## src/rtl/pit_rb_pkg.sv

```systemverilog
package pit_rb_pkg;
  localparam int unsigned BYTE_W = 8;
  localparam int unsigned CNT_W  = 2 * BYTE_W;

  typedef enum logic [1:0] {
    FMT_CMD  = 2'b00,
    FMT_LSB  = 2'b01,
    FMT_MSB  = 2'b10,
    FMT_BOTH = 2'b11
  } rw_fmt_e;

  typedef struct packed {
    logic    out;
    logic    nul;
    rw_fmt_e fmt;
    logic [2:0] mode;
    logic    bcd;
  } sts_byte_t;
endpackage

```

## src/rtl/pit_cmd_decode.sv

```systemverilog
module pit_cmd_decode #(
  parameter int unsigned NCH = 3
) (
  input  logic           wr_en,
  input  logic [1:0]     wr_addr,
  input  logic [7:0]     wr_data,
  output logic [NCH-1:0] prog,
  output logic [NCH-1:0] grab_cnt,
  output logic [NCH-1:0] grab_sts,
  output logic [NCH-1:0] data_wr
);
  logic ctl_hit, rb_cmd, single_latch;

  always_comb begin
    ctl_hit      = wr_en && (wr_addr == 2'd3);
    rb_cmd       = ctl_hit && (wr_data[7:6] == 2'b11) && !wr_data[0];
    single_latch = ctl_hit && (wr_data[7:6] != 2'b11) && (wr_data[5:4] == 2'b00);
  end

  for (genvar i = 0; i < NCH; i++) begin : g_ch
    logic sel;
    assign sel         = (wr_data[7:6] == 2'(i));
    assign prog[i]     = ctl_hit && sel && (wr_data[5:4] != 2'b00);
    assign grab_cnt[i] = (single_latch && sel) || (rb_cmd && !wr_data[5] && wr_data[1+i]);
    assign grab_sts[i] = rb_cmd && !wr_data[4] && wr_data[1+i];
    assign data_wr[i]  = wr_en && (wr_addr == 2'(i));
  end
endmodule

```

## src/rtl/pit_chan_latch.sv

```systemverilog
module pit_chan_latch
  import pit_rb_pkg::*;
(
  input  logic              clk,
  input  logic              rst_n,
  input  logic              prog,
  input  logic [5:0]        prog_bits,
  input  logic              grab_cnt,
  input  logic              grab_sts,
  input  logic              rd_stb,
  input  logic              wr_stb,
  input  logic [CNT_W-1:0]  live,
  input  logic              out_lvl,
  input  logic              null_cnt,
  output logic [BYTE_W-1:0] rd_byte,
  output logic              wr_hi
);
  rw_fmt_e          fmt_q;
  logic [2:0]       mode_q;
  logic             bcd_q;
  logic             cnt_held, sts_held, rd_hi;
  logic [CNT_W-1:0] ol_q;
  sts_byte_t        sts_q, sts_now;
  logic [CNT_W-1:0] src;
  logic             release_cnt;

  always_comb begin
    src     = cnt_held ? ol_q : live;
    sts_now = '{out: out_lvl, nul: null_cnt, fmt: fmt_q, mode: mode_q, bcd: bcd_q};
    release_cnt = 1'b0;
    if (sts_held) begin
      rd_byte = sts_q;
    end else begin
      unique case (fmt_q)
        FMT_LSB: begin rd_byte = src[BYTE_W-1:0];     release_cnt = 1'b1; end
        FMT_MSB: begin rd_byte = src[CNT_W-1:BYTE_W]; release_cnt = 1'b1; end
        default: begin
          rd_byte     = rd_hi ? src[CNT_W-1:BYTE_W] : src[BYTE_W-1:0];
          release_cnt = rd_hi;
        end
      endcase
    end
  end

  always_ff @(posedge clk) begin
    if (!rst_n) begin
      fmt_q    <= FMT_BOTH;
      mode_q   <= '0;
      bcd_q    <= 1'b0;
      cnt_held <= 1'b0;
      sts_held <= 1'b0;
      rd_hi    <= 1'b0;
      wr_hi    <= 1'b0;
      ol_q     <= '0;
      sts_q    <= '0;
    end else if (prog) begin
      fmt_q    <= rw_fmt_e'(prog_bits[5:4]);
      mode_q   <= prog_bits[3:1];
      bcd_q    <= prog_bits[0];
      cnt_held <= 1'b0;
      sts_held <= 1'b0;
      rd_hi    <= 1'b0;
      wr_hi    <= 1'b0;
    end else begin
      if (rd_stb) begin
        if (sts_held) begin
          sts_held <= 1'b0;
        end else begin
          if (fmt_q == FMT_BOTH) rd_hi <= !rd_hi;
          if (release_cnt) cnt_held <= 1'b0;
        end
      end
      if (grab_cnt && !cnt_held) begin
        cnt_held <= 1'b1;
        ol_q     <= live;
      end
      if (grab_sts && !sts_held) begin
        sts_held <= 1'b1;
        sts_q    <= sts_now;
      end
      if (wr_stb) wr_hi <= (fmt_q == FMT_BOTH) ? !wr_hi : 1'b0;
    end
  end


  held_stable_chk: assert property (@(posedge clk) disable iff (!rst_n)
    (cnt_held && $past(cnt_held)) |-> $stable(ol_q));


  regrab_ignored_chk: assert property (@(posedge clk) disable iff (!rst_n)
    (grab_cnt && cnt_held && !prog) |=> $stable(ol_q));


  sts_first_chk: assert property (@(posedge clk) disable iff (!rst_n)
    (rd_stb && sts_held) |=> !sts_held);


  prog_clear_chk: assert property (@(posedge clk) disable iff (!rst_n)
    prog |=> (!cnt_held && !sts_held && !rd_hi && !wr_hi));


  wr_ptr_fmt_chk: assert property (@(posedge clk) disable iff (!rst_n)
    (fmt_q != FMT_BOTH) |-> !wr_hi);
endmodule

```

## src/rtl/pit_readout.sv

```systemverilog
module pit_readout
  import pit_rb_pkg::*;
#(
  parameter int unsigned NCH = 3
) (
  input  logic                 clk,
  input  logic                 rst_n,
  input  logic                 wr_en,
  input  logic [1:0]           wr_addr,
  input  logic [7:0]           wr_data,
  input  logic                 rd_en,
  input  logic [1:0]           rd_addr,
  output logic                 rd_valid,
  output logic [7:0]           rd_data,
  input  logic [NCH*16-1:0]    cnt_live,
  input  logic [NCH-1:0]       out_lvl,
  input  logic [NCH-1:0]       null_cnt,
  output logic [NCH-1:0]       wr_byte_hi
);
  logic [NCH-1:0] prog, grab_cnt, grab_sts, data_wr, rd_stb;
  logic [BYTE_W-1:0] ch_byte [NCH];
  logic [BYTE_W-1:0] sel_byte;

  pit_cmd_decode #(.NCH(NCH)) u_dec (
    .wr_en    (wr_en),
    .wr_addr  (wr_addr),
    .wr_data  (wr_data),
    .prog     (prog),
    .grab_cnt (grab_cnt),
    .grab_sts (grab_sts),
    .data_wr  (data_wr)
  );

  for (genvar i = 0; i < NCH; i++) begin : g_ch
    assign rd_stb[i] = rd_en && (rd_addr == 2'(i));
    pit_chan_latch u_ch (
      .clk       (clk),
      .rst_n     (rst_n),
      .prog      (prog[i]),
      .prog_bits (wr_data[5:0]),
      .grab_cnt  (grab_cnt[i]),
      .grab_sts  (grab_sts[i]),
      .rd_stb    (rd_stb[i]),
      .wr_stb    (data_wr[i]),
      .live      (cnt_live[i*CNT_W +: CNT_W]),
      .out_lvl   (out_lvl[i]),
      .null_cnt  (null_cnt[i]),
      .rd_byte   (ch_byte[i]),
      .wr_hi     (wr_byte_hi[i])
    );
  end

  always_comb begin
    sel_byte = '0;
    for (int i = 0; i < NCH; i++)
      if (rd_addr == 2'(i)) sel_byte = ch_byte[i];
  end

  always_ff @(posedge clk) begin
    if (!rst_n) begin
      rd_valid <= 1'b0;
      rd_data  <= '0;
    end else begin
      rd_valid <= rd_en;
      rd_data  <= rd_en ? sel_byte : '0;
    end
  end


  rsp_timing_chk: assert property (@(posedge clk) disable iff (!rst_n)
    rd_valid |-> $past(rd_en));
endmodule

```

## config.mk

```make
export PLATFORM = sky130hd
export DESIGN_NAME = pit_readout
export DESIGN_NICKNAME = d
export VERILOG_FILES = /design/src/rtl/pit_rb_pkg.sv /design/src/rtl/pit_cmd_decode.sv /design/src/rtl/pit_chan_latch.sv /design/src/rtl/pit_readout.sv
export SDC_FILE = /design/constraint.sdc
export NUM_CORES = 1
export LEC_CHECK = 0
export ABC_CLOCK_PERIOD_IN_PS = 4300
export BUFFER_PORTS_ARGS = -buffer_cell sky130_fd_sc_hd__buf_2
export CAP_MARGIN = 30
export CORE_MARGIN = 2
export CORE_UTILIZATION = 28
export CTS_BUF_LIST = sky130_fd_sc_hd__clkbuf_2 sky130_fd_sc_hd__clkbuf_4 sky130_fd_sc_hd__clkbuf_8
export DETAILED_ROUTE_END_ITERATION = 7
export PLACE_DENSITY = 0.41
export REMOVE_ABC_BUFFERS = 1
export SYNTH_ARGS = -nofsm -noshare
export SYNTH_HDL_FRONTEND = slang
export SYNTH_SLANG_ARGS = --single-unit
```

## constraint.sdc

```tcl
create_clock -name clk -period 4.3 [get_ports clk]
set_input_delay 0.215 -clock clk [delete_from_list [all_inputs] [get_ports clk]]
set_output_delay 0.215 -clock clk [all_outputs]
set_load 0.03 [all_outputs]
```

==> reports/summary.txt, run 1 <==
Hold WS -> 0.0564 ns
clock buffer depth -> 2
full die area -> 0.0213 sq mm
Area growth, synth to finish -> 14.3%
synth warn -> 0
Die Y -> 146 um
top cells by instance count after synthesis -> mux2i_1 (121), dfxtp_1 (111), nand2_1 (89)
CP Capture Type -> flop
FF-to-FF path depth -> 6
Clock Pin Slew Worst Setup and Hold Paths -> 0.11 ns
clock skew -> 0.00963 ns
asr flop ratio synth -> 0%
Area contributors post-synth -> dfxtp_1 (39%), mux2i_1 (21%), nand2_1 (5.9%)
Final setup viols -> 0
Post-CTS Hold Fix Bufs -> 0
row cnt -> 51
status -> complete, no violations
mapped cell area -> 0.00564 sq mm
top-area cell type share of the netlist area -> 39.4%
CTS Buf Count -> 9
Ant. Diodes -> 0
Final min period -> 2.65 ns
Synth Flop Type -> dfxtp_1
core area -> 0.0196 sq mm
CP max FO -> 8
Worst R2R Setup Slack -> 1.65 ns
final wirelength -> 16.9 mm
ratio of cells with drive above 1 in the final layout -> 16.9%
crit path DAT -> 2.90 ns
min-delay worst type -> in -> reg
Vias -> 4708
worst slew pin tran -> 0.983 ns
CP Class -> reg -> reg
Die X -> 146 um
Detailed Routing Iterations Pass 1 -> 5
Resize count post-CTS -> 0
Lkg Pwr -> 2.50 nW
Fmax -> 377 MHz
vias in the first global route -> 4710
final worst slack -> 1.65 ns
pre-CTS setup slack -> 1.52 ns
Slew Limit Fails -> 0
CP Launch Type -> flop
Skew-Pair Late Insertion Delay -> 0.39 ns
unrepaired setup endpoints after global routing -> no
CTS tree -> yes
sequential area share after synthesis -> 39.4%
depth of the worst hold-timing path -> 3
critical path required time -> 4.55 ns
count of final hold-check violations -> 0
average size of a mapped cell -> 8.81 sq um
clk sinks -> 111
Pwr Density -> 302 mW/mm^2
gr ovfl total -> 0
pin count of the biggest net entering global routing -> 50
crit share post-route -> 61.6%
antenna violations before repair -> 0
initial DRC count -> 313
max-capacitance violation count -> 0
Detail Route Antenna Nets -> 0
first-pass GRT wire length -> 27.2 mm
number of synthesized flops with an enable pin -> 0
Peak VDD IR -> 0.159 mV
drt via density -> 4.89
Post-Route Setup TNS -> 0 ns
I/O Buffers -> 81
filler cell count -> 2116
initial core utilization -> 28.8%
post-CTS setup buffer count -> 0
Post-DP Area -> 0.00624 sq mm
gpl congestion -> 0.791
CP Capture Point -> rd_data[1]$_SDFF_PN0_
Mapped Cells -> 641
GRT Overall Usage -> 16.3%
Finished Cell Area -> 0.00645 sq mm
Yosys reg bits -> 111
Routed wire per std cell -> 17.6 um
DPL Wire Length -> 12.4 mm
clk root buf -> clkbuf_8
Worst Setup SP -> g_ch[1].u_ch.fmt_q[0]$_SDFFE_PN1P_
detailed-route DRC error count -> 0
I/O pin count -> 82
RR Endpoint -> rd_data[1]$_SDFF_PN0_
Final nets -> 772
area leader, netlist -> dfxtp_1
H-tree depth -> 3
max_slew headroom -> 34.3%
Synth cell types -> 43
count leader, synth -> mux2i_1
RR Startpoint -> g_ch[1].u_ch.fmt_q[0]$_SDFFE_PN1P_
## stage by stage
| stage | util, % | cells | power [mW] |
|---|---|---|---|
| 2_1_floorplan | - | 591 | 1.17 |
| 3_3_place_gp | 31.4 | 940 | 1.28 |
| 3_5_place_dp | 31.9 | 946 | 1.29 |
| 4_1_cts | 32.9 | 962 | 1.98 |
| 5_1_grt | 32.9 | 963 | 2.03 |
| 6_report | 32.9 | 963 | 1.95 |
## layout by cell type, fill, tap and decap left out, types with 2 or more instances in the layout
cell,instances
nor2_1,72
dfxtp_1,111
buf_4,3
buf_8,2
nor2b_1,16
nor3b_1,2
clkbuf_8,10
inv_1,9
nand4b_1,7
mux2i_1,121
a31oi_1,8
nand2b_1,32
a21oi_1,33
nand4_1,4
ha_1,9
nand3b_1,2
buf_2,82
nand2_1,89
clkbuf_4,2
nor3_1,25
o211ai_1,5
o311ai_0,24
clkinvlp_4,2
xor2_1,3
## layer usage
metal  up-vias  global-route usage, %  routed length, um
met5         -                      0                  0
met4         0                   3.54                182
met3        11                   3.42                724
met2       114                   26.2               7950
met1      2260                   22.5               8060
li1       2323                      -                  -
## worst max-delay path: stages (launching register included)
cell and delay, ns:
dfxtp_1 0.45, inv_1 0.07, ha_1 0.32, mux2i_1 0.70, nor2_1 0.10, o311ai_0 0.72
a31oi_1 0.15
## flip-flops by register name, indices dropped and copies added (netlist names)
| name | cells |
|---|---|
| g_ch.u_ch.bcd_q | 3 |
| g_ch.u_ch.cnt_held | 3 |
| g_ch.u_ch.fmt_q | 6 |
| g_ch.u_ch.mode_q | 9 |
| g_ch.u_ch.ol_q | 48 |
| g_ch.u_ch.rd_hi | 3 |
| g_ch.u_ch.sts_held | 3 |
| g_ch.u_ch.sts_q | 24 |
| g_ch.u_ch.wr_hi | 3 |
| rd_data | 8 |
| rd_valid | 1 |
## power breakdown
group | internal, mW | switching, mW
Clock | 0.301 | 0.383
Combinational | 0.0782 | 0.131
Sequential | 1.04 | 0.0108
## cells by family after synthesis
family	synth area share [%]
flops	39.4
buf+inv	5.23
mux	21.7
xor+xnor	0.466
compound gates	9.47
simple gates	21.8
fa+ha+maj	2.00
## area by class of cell
| cell class | instances | area (sq um) | share of cell area (%) |
|---|---|---|---|
| tap | 265 | 332 | 5.14 |
| inverter | 10 | 37.5 | 0.582 |
| sequential | 111 | 2220 | 34.4 |
| clock inverter | 4 | 53.8 | 0.834 |
| clock buffer | 12 | 153 | 2.37 |
| timing repair buffer | 91 | 527 | 8.17 |
| multi-input combinational | 470 | 3130 | 48.5 |
## worst min path at each step
stage                                        from                            endpoint  slack, ns
2_1_floorplan                               rst_n  g_ch[0].u_ch.fmt_q[0]$_SDFFE_PN1P_       0.30
3_3_place_gp   g_ch[0].u_ch.ol_q[12]$_SDFFE_PN0P_  g_ch[0].u_ch.ol_q[12]$_SDFFE_PN0P_       0.44
3_5_place_dp    g_ch[0].u_ch.ol_q[4]$_SDFFE_PN0P_   g_ch[0].u_ch.ol_q[4]$_SDFFE_PN0P_       0.45
4_1_cts                               null_cnt[0]  g_ch[0].u_ch.sts_q[6]$_SDFFE_PN0P_       0.03
5_1_grt                               null_cnt[0]  g_ch[0].u_ch.sts_q[6]$_SDFFE_PN0P_       0.05
6_report                              null_cnt[0]  g_ch[0].u_ch.sts_q[6]$_SDFFE_PN0P_       0.06
Note: power is estimated with default switching activity, not from simulation.
==> run 2, diff against run 1 <==
- ABC_AREA: default -> 1
- ABC_CLOCK_PERIOD_IN_PS: 4300 -> 2100
- PLACE_DENSITY: 0.41 -> 0.42
- clock period: 4.3 -> 2.1 ns (I/O delays scaled with it)
==> reports/summary.txt, run 2 <==
Clock Pin Slew Worst Setup and Hold Paths -> 0.10 ns
clk sinks -> 111
commonest non-fill, non-tap cells in the layout -> nand2_1 (269), inv_1 (119), dfxtp_1 (111)
Die X -> 150 um
CP max-delay cell -> nor2_1
asr flop ratio synth -> 0%
FF-to-FF path depth -> 11
min-delay src -> wr_data[5]
adder-cell share of the synthesized area -> 1.89%
count leader, synth -> nand2_1
I/O pin count -> 82
post-synthesis mux area share -> 0%
Final nets -> 1095
vias in the first global route -> 5386
gr ovfl total -> 0
Mapped Cells -> 943
mapped cell area -> 0.00596 sq mm
Synth Flop Type -> dfxtp_1
ratio of cells with drive above 1 in the final layout -> 13.1%
CP Launch Type -> flop
top cells by instance count after synthesis -> nand2_1 (269), inv_1 (119), dfxtp_1 (111)
Pwr Density -> 604 mW/mm^2
H-tree depth -> 3
Reg area -> 0.00222 sq mm
Largest regs -> g_ch.u_ch.ol_q: 48 flops, g_ch.u_ch.sts_q: 24 flops, g_ch.u_ch.mode_q: 9 flops
hold endpoint -> g_ch[0].u_ch.fmt_q[1]$_SDFFE_PN1P_
GRT Overall Usage -> 16.3%
commonest non-fill, non-tap cell in the layout -> nand2_1
Skew-Pair Late Insertion Delay -> 0.39 ns
first-pass GRT wire length -> 28.6 mm
main combinational cell family by area after synthesis -> simple AND/OR/NAND/NOR gates
xor and xnor fraction of the mapped netlist area -> 0.294%
Fmax -> 542 MHz
CP Capture Type -> flop
filler cell count -> 2412
Final setup viols -> 0
Post-CTS Hold Fix Bufs -> 6
Top reg by flops -> g_ch.u_ch.ol_q
clock skew -> 0.0113 ns
Peak VDD IR -> 0.292 mV
sequential area share after synthesis -> 37.3%
Yosys reg bits -> 111
gpl congestion -> 0.810
Worst R2R Setup Slack -> 0.26 ns
Ant. Diodes -> 0
crit share post-route -> 87.8%
crit path DAT -> 2.19 ns
Power Total -> 4.20 mW
WP buf/inv -> 3
Resize count post-CTS -> 0
CP max FO -> 8
pin count of the biggest net entering global routing -> 34
depth of the worst hold-timing path -> 3
RR Startpoint -> g_ch[0].u_ch.fmt_q[0]$_SDFFE_PN1P_
clock buffer depth -> 2
drt via density -> 4.46
max-capacitance violation count -> 0
Post-DP Area -> 0.00668 sq mm
Area contributors post-synth -> dfxtp_1 (37%), nand2_1 (17%), a21oi_1 (8.4%)
Detail Route Antenna Nets -> 0
area leader, netlist -> dfxtp_1
initial core utilization -> 28.4%
Core Util, Final -> 33.2%
critical path required time -> 2.44 ns
antenna violations before repair -> 0
synth warn -> 0
Area growth, synth to finish -> 16.9%
final wirelength -> 17.8 mm
top-area cell type share of the netlist area -> 37.3%
CTS Buf Count -> 9
clk root buf -> clkbuf_8
core area -> 0.0210 sq mm
Compound-Gate Fraction of Synth Area -> 14.0%
status -> complete, no violations
max_slew headroom -> 33.0%
RR Endpoint -> rd_data[7]$_SDFF_PN0_
Detailed Routing Iterations Pass 1 -> 4
Post-Route Setup TNS -> 0 ns
detailed-route DRC error count -> 0
CP Cell Sequence -> inv_1, ha_1, inv_1, nor2_1, nor2_1, nand2_1, nand3_1, nand2_1, nand3_1, nand2_1, inv_1
unrepaired setup endpoints after global routing -> no
min-delay worst type -> in -> reg
count of final hold-check violations -> 0
Synth Area in Simple Gates -> 34.3%
Synth cell types -> 28
CTS tree -> yes
Vias -> 5775
Final min period -> 1.84 ns
Die Y -> 150 um
full die area -> 0.0225 sq mm
number of synthesized flops with an enable pin -> 0
average size of a mapped cell -> 6.32 sq um
I/O Buffers -> 81
Finished Cell Area -> 0.00696 sq mm
Largest register FFs -> 48
Multi-input gate area -> 0.00301 sq mm
DPL Wire Length -> 13.3 mm
initial DRC count -> 351
post-CTS setup buffer count -> 0
crit-path max cell delay -> 0.42 ns
Lkg Pwr -> 3.44 nW
largest delay contributor family on the critical path -> simple AND/OR/NAND/NOR gates
Slew Limit Fails -> 0
row cnt -> 53
worst slew pin tran -> 1.00 ns
CP Class -> reg -> reg
Routed wire per std cell -> 13.7 um
-- run 2: cell types whose count changed after synthesis, moves of 10 or more --
cell	before	now
nand3_1	1	99
nand2b_1	32	0
a21oi_1	33	100
o311ai_0	24	0
nor2b_1	16	0
o21ai_0	0	46
inv_1	9	119
nor2_1	72	93
nand2_1	89	269
mux2i_1	121	0
buf_1	0	10
nor3_1	25	4
-- run 2: worst max-delay path by stage --
| stage | start | end | slack, ns | depth (start not counted) |
|---|---|---|---|---|
| floorplan | g_ch[2].u_ch.cnt_held$_SDFFE_PP0P_ | rd_data[7]$_SDFF_PN0_ | 0.27 | 9 |
| global placement | g_ch[2].u_ch.fmt_q[0]$_SDFFE_PN1P_ | rd_data[4]$_SDFF_PN0_ | 0.31 | 12 |
| detailed placement | g_ch[2].u_ch.fmt_q[0]$_SDFFE_PN1P_ | rd_data[4]$_SDFF_PN0_ | 0.29 | 12 |
| CTS | g_ch[0].u_ch.fmt_q[0]$_SDFFE_PN1P_ | rd_data[7]$_SDFF_PN0_ | 0.28 | 11 |
| global route | g_ch[2].u_ch.fmt_q[0]$_SDFFE_PN1P_ | rd_data[4]$_SDFF_PN0_ | 0.01 | 12 |
| finish | g_ch[0].u_ch.fmt_q[0]$_SDFFE_PN1P_ | rd_data[7]$_SDFF_PN0_ | 0.26 | 11 |
-- run 2: per-layer routing --
metal  share of wire [%]  routed length, um  vias up  global-route usage (%)
met5                   0                  0        -                       0
met4                 1.0                185        0                    3.16
met3                 3.2                575       10                    3.17
met2                  44               7850       76                    25.7
met1                  52               9170     2561                    23.3
li1                    -                  -     3128                       -
-- run 2: tightest hold or removal path: stages --
cell and delay [ns]:
buf_2 0.11, nand2_1 0.08, o211ai_1 0.08
-- run 2: through the flow --
stage	std cells	hold WS, ns	setup slack, ns
final	1296	0.0144	0.256
after global routing	1296	0.0138	0.0128
after CTS	1296	0.00256	0.279
after detailed placement	1274	0.359	0.295
after global placement	1274	0.356	0.315
after floorplan	893	0.204	0.269
-- run 2: layout make-up --
| class | count | area share, % |
|---|---|---|
| Clock buffer | 11 | 2.08 |
| Clock inverter | 5 | 1.17 |
| Sequential cell | 111 | 31.9 |
| Multi-Input combinational cell | 659 | 43.2 |
| Inverter | 123 | 6.63 |
| Timing Repair Buffer | 112 | 10.1 |
| Tap cell | 275 | 4.94 |
-- run 2: where the power goes --
group          internal [mW]  leakage [nW]  switching [mW]
logic                  0.195          2.43           0.347
registers               2.14         0.897          0.0193
clock network          0.719         0.113           0.785
total                   3.05          3.44            1.15
-- run 2: logic make-up (layout without fill, tap and decap cells) --
family	count (synthesis)	after routing
compound gates	162	162
buf+inv	173	251
flops	111	111
fa+ha+maj	9	9
xor+xnor	2	2
simple gates	486	486
==> run 3, diff against run 2 <==
- BUFFER_PORTS_ARGS: -buffer_cell sky130_fd_sc_hd__buf_2 -> -buffer_cell sky130_fd_sc_hd__clkbuf_2
- GPL_TIMING_DRIVEN: default -> 0
==> reports/summary.txt, run 3 (synthesis results as in run 2) <==
Detailed Routing Iterations Pass 1 -> 4
max-capacitance violation count -> 0
Post-DP Area -> 0.00655 sq mm
Clock Pin Slew Worst Setup and Hold Paths -> 0.11 ns
worst slew pin tran -> 0.647 ns
Fmax -> 524 MHz
min-delay worst type -> in -> reg
Final nets -> 1090
Reg area -> 0.00223 sq mm
first-pass GRT wire length -> 27.8 mm
WP buf/inv -> 2
Die X -> 150 um
unrepaired setup endpoints after global routing -> no
final wirelength -> 16.8 mm
Skew-Pair Late Insertion Delay -> 0.41 ns
CTS Buf Count -> 9
clock buffer depth -> 2
CTS tree -> yes
vias in the first global route -> 5352
commonest non-fill, non-tap cells in the layout -> nand2_1 (269), inv_1 (118), dfxtp_1 (108)
pin count of the biggest net entering global routing -> 71
Multi-input gate area -> 0.00302 sq mm
full die area -> 0.0225 sq mm
Final min period -> 1.91 ns
Finished Cell Area -> 0.00702 sq mm
Pwr Density -> 601 mW/mm^2
Non-Filler Instances -> 1291
Ant. Diodes -> 0
H-tree depth -> 3
Lkg Pwr -> 3.42 nW
core area -> 0.0210 sq mm
Routed wire per std cell -> 13.0 um
crit share post-route -> 90.8%
CP Class -> reg -> reg
critical path required time -> 2.40 ns
Area growth, synth to finish -> 17.8%
row cnt -> 53
drt via density -> 4.43
antenna violations before repair -> 0
DPL Wire Length -> 11.8 mm
CP Launch Type -> flop
gpl congestion -> 0.742
crit path DAT -> 2.20 ns
I/O Buffers -> 81
CP max FO -> 17
max_slew headroom -> 56.7%
GRT Overall Usage -> 15.8%
count of final hold-check violations -> 0
status -> complete, no violations
CP max-delay cell -> clkinv_1
Die Y -> 150 um
clk root buf -> clkbuf_8
initial DRC count -> 264
CP Capture Type -> flop
CP Cell Sequence -> clkinv_1, nand4_2, inv_1, o21ai_0, nor2_1
clock skew -> 0.0219 ns
initial core utilization -> 28.4%
Slew Limit Fails -> 0
Largest regs -> g_ch.u_ch.ol_q: 48 flops, g_ch.u_ch.sts_q: 24 flops, g_ch.u_ch.mode_q: 9 flops
detailed-route DRC error count -> 0
crit-path max cell delay -> 0.52 ns
Peak VDD IR -> 0.282 mV
Power Total -> 4.22 mW
largest delay contributor family on the critical path -> buffers and inverters
Final setup viols -> 0
gr ovfl total -> 0
I/O pin count -> 82
filler cell count -> 2386
Vias -> 5721
commonest non-fill, non-tap cell in the layout -> nand2_1
Detail Route Antenna Nets -> 0
ratio of cells with drive above 1 in the final layout -> 12.0%
Placed Cells incl. Taps -> 1253
clk sinks -> 111
Largest register FFs -> 48
Top reg by flops -> g_ch.u_ch.ol_q
[run 3: cell count changes in the layout (fill, tap and decap cells not counted), moves of 4 or more]
cell | previous run | this run
buf_12 | 4 | 0
buf_2 | 81 | 0
buf_4 | 21 | 2
buf_16 | 0 | 4
dlygate4sd3_1 | 6 | 20
clkbuf_2 | 0 | 80
[run 3: layout make-up]
class,count,area share (%)
clock inverter,6,1.30
sequential,111,31.7
tap,275,4.90
inverter,123,6.63
timing repair buffer,107,10.4
multi-input combinational,659,43.0
clock buffer,10,1.96
[run 3: worst min-delay path, cell delays in order]
cell	delay [ns]
clkbuf_2	0.09
inv_1	0.04
nand3_1	0.07
nand2_1	0.06
nor2_1	0.03
[run 3: routing by layer]
layer	routed length [um]	up-vias	GRT usage [%]
met1	8510	2518	21.5
met4	165	0	3.11
met2	7540	77	25.7
met3	588	7	3.72
met5	0	-	0
li1	-	3119	-
[run 3: final timing paths]
check | from | endpoint | cells after the start | slack, ns
max | g_ch[1].u_ch.sts_held$_SDFFE_PP0P_ | g_ch[1].u_ch.sts_q[6]$_SDFFE_PN0P_ | 5 | 0.19
min | cnt_live[0] | g_ch[0].u_ch.ol_q[0]$_SDFFE_PN0P_ | 5 | 0.02
max reg2reg | g_ch[1].u_ch.sts_held$_SDFFE_PP0P_ | g_ch[1].u_ch.sts_q[6]$_SDFFE_PN0P_ | 5 | 0.19
min reg2reg | g_ch[2].u_ch.sts_q[2]$_SDFFE_PN0P_ | g_ch[2].u_ch.sts_q[2]$_SDFFE_PN0P_ | 2 | 0.47
[run 3: power by group]
part           switching (mW)  internal [mW]  total, mW  leakage, nW
clock                   0.809          0.709       1.52        0.105
sequential             0.0207           2.14       2.16        0.899
combinational           0.336          0.205      0.541         2.42
total                    1.17           3.05       4.22         3.42
[run 3: what timing repair did]
item / 4_1_cts / 5_1_grt
endpoints found under the hold margin: 20 / 0
hold buffers: 20 / 0
resized for setup: 3 / 6
setup endpoints to repair: 18 / 8
buffers inserted: 0 / 2
[run 3: metrics by stage]
step,worst slack [ns],hold WS [ns],TNS [ns],utilization (%)
global route,0.0142,0.0239,0,33.5
global placement,-0.699,0.358,-22.75,30.7
detailed placement,-0.339,0.362,-2.61,31.3
CTS,0.00608,0.000853,0,33.3
finish,0.193,0.0208,0,33.5
floorplan,0.269,0.204,0,-
